File: config.mk
export PLATFORM = sky130hd
export DESIGN_NAME = sense_sleep_ctrl
export DESIGN_NICKNAME = d
export VERILOG_FILES = /design/src/rtl/ss_pkg.sv /design/src/rtl/ss_sense_timer.sv /design/src/rtl/ss_wake_detect.sv /design/src/rtl/ss_mode_fsm.sv /design/src/rtl/ss_wake_status.sv /design/src/rtl/sense_sleep_ctrl.sv
export SDC_FILE = /design/constraint.sdc
export NUM_CORES = 1
export LEC_CHECK = 0
export BUFFER_PORTS_ARGS = -buffer_cell sky130_fd_sc_hd__buf_2
export CAP_MARGIN = 20
export CELL_PAD_IN_SITES_DETAIL_PLACEMENT = 0
export CELL_PAD_IN_SITES_GLOBAL_PLACEMENT = 1
export CORE_MARGIN = 2
export CORE_UTILIZATION = 40
export DETAILED_ROUTE_END_ITERATION = 8
export PLACE_DENSITY_LB_ADDON = 0.1
export SKIP_LAST_GASP = 1
export SYNTH_ARGS = -nofsm -noshare
export SYNTH_HDL_FRONTEND = slang
export SYNTH_HIERARCHICAL = 1
export SYNTH_SLANG_ARGS = --single-unit
File: constraint.sdc
create_clock -name clk -period 3 [get_ports clk]
set_clock_uncertainty 0.05 [all_clocks]
set_input_delay 0.15 -clock clk [delete_from_list [all_inputs] [get_ports clk]]
set_output_delay 0.15 -clock clk [all_outputs]
set_load 0.05 [all_outputs]
File: src/rtl/ss_pkg.sv
// Shared types for the cyclic-sense sleep controller.
// Assumes: mode encoding below is visible on the top-level mode output.
package ss_pkg;
    typedef enum logic [1:0] {
        MD_STANDBY = 2'd0,
        MD_ACTIVE  = 2'd1,
        MD_SLEEP   = 2'd2
    } md_e;

    localparam logic [2:0] CMD_SLEEP = 3'b100;
endpackage

File: src/rtl/ss_sense_timer.sv
// Phase timer for the sense switch: off for the period, on for the on-time.
// Assumes: run is high only in sleep; the counter restarts when run drops;
// limits fit in CNT_W bits.
module ss_sense_timer #(
    parameter int unsigned CNT_W    = 12,
    parameter int unsigned PER_BASE = 160,
    parameter int unsigned ON_SHORT = 1,
    parameter int unsigned ON_LONG  = 10
) (
    input  logic       clk,
    input  logic       rst_n,
    input  logic       run,
    input  logic       tick,
    input  logic [1:0] per_code,
    input  logic       on_code,
    output logic       hs_on
);
    logic [CNT_W-1:0] cnt;
    logic             on_ph;
    logic [CNT_W-1:0] per_lim;
    logic [CNT_W-1:0] on_lim;
    logic [CNT_W-1:0] lim;

    // Phase lengths derived from the latched codes.
    always_comb begin
        per_lim = CNT_W'(PER_BASE) << per_code;
        on_lim  = on_code ? CNT_W'(ON_LONG) : CNT_W'(ON_SHORT);
        lim     = on_ph ? on_lim : per_lim;
    end

    // Count ticks within a phase and flip the phase at its limit.
    always_ff @(posedge clk) begin
        if (!rst_n || !run) begin
            cnt   <= '0;
            on_ph <= 1'b0;
        end else if (tick) begin
            if (cnt == lim - CNT_W'(1)) begin
                cnt   <= '0;
                on_ph <= ~on_ph;
            end else begin
                cnt <= cnt + CNT_W'(1);
            end
        end
    end

    assign hs_on = run && on_ph;

    AST_CNT_IN_PHASE: assert property (@(posedge clk) disable iff (!rst_n)
        run |-> (cnt < lim));
    AST_HOLD_NO_TICK: assert property (@(posedge clk) disable iff (!rst_n)
        (run && !tick) |=> (!run || $stable(cnt)));
endmodule

File: src/rtl/ss_wake_detect.sv
// Wake qualifier: compares monitors against levels captured at sleep entry,
// gates the first NGATED monitors with the switch-on phase, and adds the
// two transceiver wakes.
// Assumes: capture pulses in the cycle a sleep command is accepted.
module ss_wake_detect #(
    parameter int unsigned NMON   = 4,
    parameter int unsigned NGATED = 3,
    localparam int unsigned WV    = NMON + 2
) (
    input  logic            clk,
    input  logic            rst_n,
    input  logic            capture,
    input  logic            in_sleep,
    input  logic            hs_on,
    input  logic [NMON-1:0] mon_in,
    input  logic            can_wake,
    input  logic            lin_wake,
    output logic [WV-1:0]   wake_vec,
    output logic            wake_any
);
    logic [NMON-1:0] mon_ref;
    logic [NMON-1:0] hit;

    // Capture monitor reference levels when sleep is entered.
    always_ff @(posedge clk) begin
        if (!rst_n) begin
            mon_ref <= '0;
        end else if (capture) begin
            mon_ref <= mon_in;
        end
    end

    // Per-monitor change detection, gated or ungated by position.
    for (genvar i = 0; i < NMON; i++) begin : g_mon
        if (i < NGATED) begin : g_gated
            assign hit[i] = in_sleep && hs_on && (mon_in[i] != mon_ref[i]);
        end else begin : g_free
            assign hit[i] = in_sleep && (mon_in[i] != mon_ref[i]);
        end
    end

    assign wake_vec = {in_sleep && lin_wake, in_sleep && can_wake, hit};
    assign wake_any = |wake_vec;

    AST_NO_WAKE_AWAKE: assert property (@(posedge clk) disable iff (!rst_n)
        !in_sleep |-> !wake_any);
endmodule

File: src/rtl/ss_mode_fsm.sv
// Mode state machine: active, standby, sleep; holds the timing codes.
// Assumes: wake_any is only asserted in sleep; wake beats any command.
module ss_mode_fsm
    import ss_pkg::*;
(
    input  logic       clk,
    input  logic       rst_n,
    input  logic       cmd_valid,
    input  logic [2:0] cmd_mode,
    input  logic [1:0] cmd_period,
    input  logic       cmd_ontime,
    input  logic       mon_init_ok,
    input  logic       wake_any,
    output md_e        md,
    output logic [1:0] per_code,
    output logic       on_code,
    output logic       capture,
    output logic       act_cmd
);
    md_e  md_nxt;
    logic in_sleep;

    assign in_sleep = (md == MD_SLEEP);

    // Next mode: wake first, then the host command.
    always_comb begin
        md_nxt = md;
        if (in_sleep && wake_any) begin
            md_nxt = MD_STANDBY;
        end else if (cmd_valid) begin
            if (!cmd_mode[2]) begin
                md_nxt = MD_ACTIVE;
            end else if (cmd_mode == CMD_SLEEP) begin
                if (!in_sleep) begin
                    md_nxt = mon_init_ok ? MD_SLEEP : MD_STANDBY;
                end
            end else begin
                md_nxt = MD_STANDBY;
            end
        end
    end

    // Strobes for reference capture and active-command acceptance.
    assign capture = cmd_valid && (cmd_mode == CMD_SLEEP) && !in_sleep && mon_init_ok;
    assign act_cmd = cmd_valid && !cmd_mode[2] && !(in_sleep && wake_any);

    // Mode register.
    always_ff @(posedge clk) begin
        if (!rst_n) begin
            md <= MD_STANDBY;
        end else begin
            md <= md_nxt;
        end
    end

    // Timing codes, latched from commands accepted outside sleep.
    always_ff @(posedge clk) begin
        if (!rst_n) begin
            per_code <= 2'd0;
            on_code  <= 1'b0;
        end else if (cmd_valid && !in_sleep) begin
            per_code <= cmd_period;
            on_code  <= cmd_ontime;
        end
    end

    AST_SLEEP_BY_CMD: assert property (@(posedge clk) disable iff (!rst_n)
        (md == MD_SLEEP && $past(md) != MD_SLEEP)
        |-> $past(cmd_valid && cmd_mode == CMD_SLEEP && mon_init_ok));
    AST_INIT_FAIL: assert property (@(posedge clk) disable iff (!rst_n)
        (cmd_valid && cmd_mode == CMD_SLEEP && !mon_init_ok && md != MD_SLEEP)
        |=> (md == MD_STANDBY));
    AST_WAKE_STBY: assert property (@(posedge clk) disable iff (!rst_n)
        (in_sleep && wake_any) |=> (md == MD_STANDBY));
endmodule

File: src/rtl/ss_wake_status.sv
// Wake-source status with read-clear, and per-transceiver pull-low flags.
// Assumes: wake_vec is already qualified; set wins over read-clear.
module ss_wake_status #(
    parameter int unsigned WV      = 6,
    parameter int unsigned CAN_IDX = 4,
    parameter int unsigned LIN_IDX = 5
) (
    input  logic          clk,
    input  logic          rst_n,
    input  logic [WV-1:0] wake_vec,
    input  logic          stat_rd,
    input  logic          act_cmd,
    output logic [WV-1:0] wake_src,
    output logic          can_flag,
    output logic          lin_flag
);
    // Accumulate accepted sources; a read clears older bits.
    always_ff @(posedge clk) begin
        if (!rst_n) begin
            wake_src <= '0;
        end else begin
            wake_src <= (stat_rd ? '0 : wake_src) | wake_vec;
        end
    end

    // Pull-low flags: set on own wake, cleared by an active command.
    always_ff @(posedge clk) begin
        if (!rst_n) begin
            can_flag <= 1'b0;
            lin_flag <= 1'b0;
        end else begin
            if (wake_vec[CAN_IDX])  can_flag <= 1'b1;
            else if (act_cmd)       can_flag <= 1'b0;
            if (wake_vec[LIN_IDX])  lin_flag <= 1'b1;
            else if (act_cmd)       lin_flag <= 1'b0;
        end
    end

    AST_CAN_FLAG_SRC: assert property (@(posedge clk) disable iff (!rst_n)
        $rose(can_flag) |-> $past(wake_vec[CAN_IDX]));
    AST_SRC_NO_DROP: assert property (@(posedge clk) disable iff (!rst_n)
        !stat_rd |=> ((wake_src & $past(wake_src)) == $past(wake_src)));
endmodule

File: src/rtl/sense_sleep_ctrl.sv
// Top of the cyclic-sense sleep controller: mode FSM, sense timer,
// wake qualifier and wake status.
// Assumes: tick is a one-cycle enable at 10 kHz; inputs are synchronous.
module sense_sleep_ctrl
    import ss_pkg::*;
#(
    parameter int unsigned NMON     = 4,
    parameter int unsigned NGATED   = 3,
    parameter int unsigned CNT_W    = 12,
    parameter int unsigned PER_BASE = 160,
    parameter int unsigned ON_SHORT = 1,
    parameter int unsigned ON_LONG  = 10,
    localparam int unsigned WV      = NMON + 2
) (
    input  logic            clk,
    input  logic            rst_n,
    input  logic            tick,
    input  logic            cmd_valid,
    input  logic [2:0]      cmd_mode,
    input  logic [1:0]      cmd_period,
    input  logic            cmd_ontime,
    input  logic            mon_init_ok,
    input  logic            stat_rd,
    input  logic [NMON-1:0] mon_in,
    input  logic            can_wake,
    input  logic            lin_wake,
    output logic            reg_en,
    output logic            can_en,
    output logic            lin_en,
    output logic            hs_en,
    output logic            can_rxd_low,
    output logic            lin_rxd_low,
    output logic [WV-1:0]   wake_src,
    output logic [1:0]      mode_o
);
    md_e           md;
    logic [1:0]    per_code;
    logic          on_code;
    logic          capture;
    logic          act_cmd;
    logic          wake_any;
    logic [WV-1:0] wake_vec;
    logic          in_sleep;

    assign in_sleep = (md == MD_SLEEP);

    ss_mode_fsm u_fsm (
        .clk         (clk),
        .rst_n       (rst_n),
        .cmd_valid   (cmd_valid),
        .cmd_mode    (cmd_mode),
        .cmd_period  (cmd_period),
        .cmd_ontime  (cmd_ontime),
        .mon_init_ok (mon_init_ok),
        .wake_any    (wake_any),
        .md          (md),
        .per_code    (per_code),
        .on_code     (on_code),
        .capture     (capture),
        .act_cmd     (act_cmd)
    );

    ss_sense_timer #(
        .CNT_W    (CNT_W),
        .PER_BASE (PER_BASE),
        .ON_SHORT (ON_SHORT),
        .ON_LONG  (ON_LONG)
    ) u_tmr (
        .clk      (clk),
        .rst_n    (rst_n),
        .run      (in_sleep),
        .tick     (tick),
        .per_code (per_code),
        .on_code  (on_code),
        .hs_on    (hs_en)
    );

    ss_wake_detect #(
        .NMON   (NMON),
        .NGATED (NGATED)
    ) u_wdet (
        .clk      (clk),
        .rst_n    (rst_n),
        .capture  (capture),
        .in_sleep (in_sleep),
        .hs_on    (hs_en),
        .mon_in   (mon_in),
        .can_wake (can_wake),
        .lin_wake (lin_wake),
        .wake_vec (wake_vec),
        .wake_any (wake_any)
    );

    ss_wake_status #(
        .WV      (WV),
        .CAN_IDX (NMON),
        .LIN_IDX (NMON + 1)
    ) u_stat (
        .clk      (clk),
        .rst_n    (rst_n),
        .wake_vec (wake_vec),
        .stat_rd  (stat_rd),
        .act_cmd  (act_cmd),
        .wake_src (wake_src),
        .can_flag (can_rxd_low),
        .lin_flag (lin_rxd_low)
    );

    // Supply enables decoded from the mode.
    assign reg_en = !in_sleep;
    assign can_en = (md == MD_ACTIVE);
    assign lin_en = (md == MD_ACTIVE);
    assign mode_o = md;

    AST_HS_REG_EXCL: assert property (@(posedge clk) disable iff (!rst_n)
        hs_en |-> (!reg_en && !can_en && !lin_en));
    AST_GATED_SRC: assert property (@(posedge clk) disable iff (!rst_n)
        $rose(wake_src[0]) |-> $past(hs_en));
    AST_LIN_FLAG_SRC: assert property (@(posedge clk) disable iff (!rst_n)
        $rose(lin_rxd_low) |-> $past(lin_wake));
endmodule

==> metrics.csv <==
stage;metric;value;unit
critical_path;crit_type;flop to flop;
worst_hold_path;hold_depth;3;
cts;cts_buffers;5;
cts;cts_tree;done;
cts;clk_latency;290;ps
floorplanning;io_pins;32;
grt;grt_usage;18.4;%
layout;fin_nets;231;
grt;antenna_found_initial;0;
grt;grt_pass1_wl;6090;um
status;status;finished, final reports clean;
sta;max_freq;421;MHz
yosys;synth_warnings;6;
yosys;ys_seq_elements;30;
floorplanning;chipWidth;67.0;um
critical_path;reg2reg_depth;8;
layout;areaGrowthSynthToFinish;17.3;%
cts;cts_setup_buffers;0;
routing;via_per_inst;5.26;
yosys;synth.top_cell.area_share;37.8;%
critical_path;worstSetupPathDepth;8;
power_and_ir_drop;ir_worst_vdd;0.304;mV
yosys;synth_simple_gate_area_share;28.8;%
yosys;synth_adder_area_share;0.787;%
cts;cts_root_buf;clkbuf_8;
routing;wl;3550;um
yosys;synth_nets;198;
layout;final_cell_mix;buf_2, dfxtp_1, nor2_1, nand2_1, nor2b_1;
sta;timing.final.crit_share;79.2;%
sta;hold_viol_final;0;
yosys;yosys.area_share.xor_xnor;8.27;%
critical_path;critical_path_required;3130;ps
sta;finalSetupTns;0;ps
routing;firstDrtPassIters;4;
floorplanning;start_util;42.4;%
worst_hold_path;min_from;cmd_period[1];
yosys;ys_types;51;
sta;rsz0062_at_grt;no;
critical_path;crit_chain;and2b_2 > and2_1 > nand2_1 > nor2_1 > or4_1 > a21oi_1 > and2b_4 > o21a_1;
yosys;async_reset_ff_share;0;%
cts;ctsResizeCount;0;
floorplanning;dieArea;0.00449;sq mm
yosys;synth_flop_cell;dfxtp_1;
layout;fill_cells;388;
grt;grt_overflow;0;
cts;clk_pin_slew;70;ps
yosys;synth_top_cell_by_area;dfxtp_1;
routing;vias;1374;
critical_path;critPathLaunch;u_fsm/md[0];
critical_path;crit_path_max_fanout;8;
layout;multi_input_area;936;sq um
placed_design;dp_hpwl;2640;um
cts;clock-sinks;30;
layout;final_common_cell;buf_2;
sta;drv_slew;0;
layout;register_area;601;sq um
placed_design;gp_congestion;0.813;
power_and_ir_drop;p_leak;0.695;nW
grt;grt_pass1_vias;1290;
routing;postRouteAntennaNets;0;
critical_path;crit_family;simple AND/OR/NAND/NOR gates;
sta;whs;68.8;ps
cts;htreeDepth;2;
critical_path;cpPeakStageDelay;550;ps
layout;diodes;0;
cts;cts_hold_buf;0;
sta;worst_slew_pin_slew;699;ps
critical_path;r2r_start;u_fsm/md[0];
floorplanning;fp.dieH;67.0;um
critical_path;crit_slowest_cell;or4_1;
sta;slew_headroom;53.4;%
sta;setup_violations;0;
placed_design;port_buffers;31;
yosys;synth_top_family_by_area;simple AND/OR/NAND/NOR gates;
yosys;syn_avg_cell_area;8.88;sq um
power_and_ir_drop;p_per_area;437;mW/mm^2
yosys;synth_edf_count;0;
critical_path;arrival;2500;ps
grt;grt_max_degree;19;
floorplanning;core_area;0.00374;sq mm
yosys;synth-seq-area-share;37.8;%
routing;drc;0;
layout;layout-drive-gt1-share;23.0;%
yosys;syn_inst;179;
critical_path;critPathLaunchType;flop;
sta;layout_min_cycle_time;2370;ps
routing;drt_iter0_drc;45;
critical_path;cp_num_buf_inv;0;
routing;post_drt_wl_per_cell;13.6;um
run;cap_violations;0;
cts;clockBufferDepth;2;
yosys;synth_compound_area_share;18.5;%
worst_hold_path;min_path_type;input pin to flop;
critical_path;crit_path_end_kind;flop;
yosys;muxShareOfSynthArea;2.52;%
floorplanning;placementRows;22;
yosys;yosys-top-cells-area;dfxtp_1, xor2_1, nor2b_1, nor2_1, xnor2_1;
yosys;netlist_area;0.00159;sq mm
through the flow:
step                utilization (%)  cell area, sq um  setup slack [ps]  power (mW)  std cells
finish                         49.8              1860               625       0.814        261
global route                   49.8              1860               458       0.849        261
CTS                            49.8              1860               611       0.822        261
detailed placement             47.4              1770               614       0.483        253
global placement               47.4              1770               732       0.481        253
floorplan                         -              1590               200       0.458        179
state kept, by name, summed over array words and instances (netlist names):
name,cells
u_stat/wake_src,6
u_wdet/mon_ref,4
u_stat/can_flag,1
u_tmr/on_ph,1
u_stat/lin_flag,1
u_fsm/md,2
u_fsm/on_code,1
u_fsm/per_code,2
u_tmr/cnt,12
power by group:
part	internal [mW]	total [mW]	switching [mW]
combinational	0.0263	0.0654	0.0391
clock	0.185	0.340	0.155
sequential	0.403	0.409	0.00646
final timing paths:
path	endpoint	slack, ps
max	u_stat/can_flag	630
min	u_fsm/per_code[1]	70
max reg2reg	u_stat/can_flag	630
min reg2reg	u_tmr/cnt[1]	470
cells in the mapped netlist (all sizes together), types with 4 or more instances:
cell type   n
dfxtp      30
nor2       17
nor2b      12
nand2      11
o21ai       9
o21a        8
xor2        8
nand3       7
xnor2       7
a21oi       6
and2        5
and2b       5
nand2b      5
nor4b       5
inv         4
mux2i       4
layer usage:
| metal | global-route usage, % | vias to the layer above | share of wire [%] |
|---|---|---|---|
| met3 | 5.57 | 6 | 4.2 |
| li1 | - | 701 | - |
| met1 | 24.8 | 642 | 51 |
| met4 | 7.65 | 0 | 1.6 |
| met2 | 27.0 | 25 | 43 |
| met5 | 0 | - | 0 |
cells by family (layout without fill, tap and decap cells):
logic type / Yosys count / in the layout
DFF: 30 / 30
xor gates and xnor gates: 15 / 15
AOI/OAI and AO/OA: 40 / 40
adders and majority gates: 1 / 1
buffers and inverters: 10 / 44
and+or+nand+nor: 79 / 79
muxes: 4 / 4
area by class of cell:
class / count / share of cell area [%]
clock inverter: 1 / 0.268
inverter: 5 / 1.14
tap: 48 / 3.22
clock buffer: 7 / 4.63
timing repair buffer: 31 / 8.32
sequential: 30 / 32.2
multi-input combinational: 139 / 50.2
worst min-delay path, stage by stage:
cell and delay (ps):
buf_2 100, nand3_1 50, a21boi_1 50
Power figures use the tool's default switching activity.
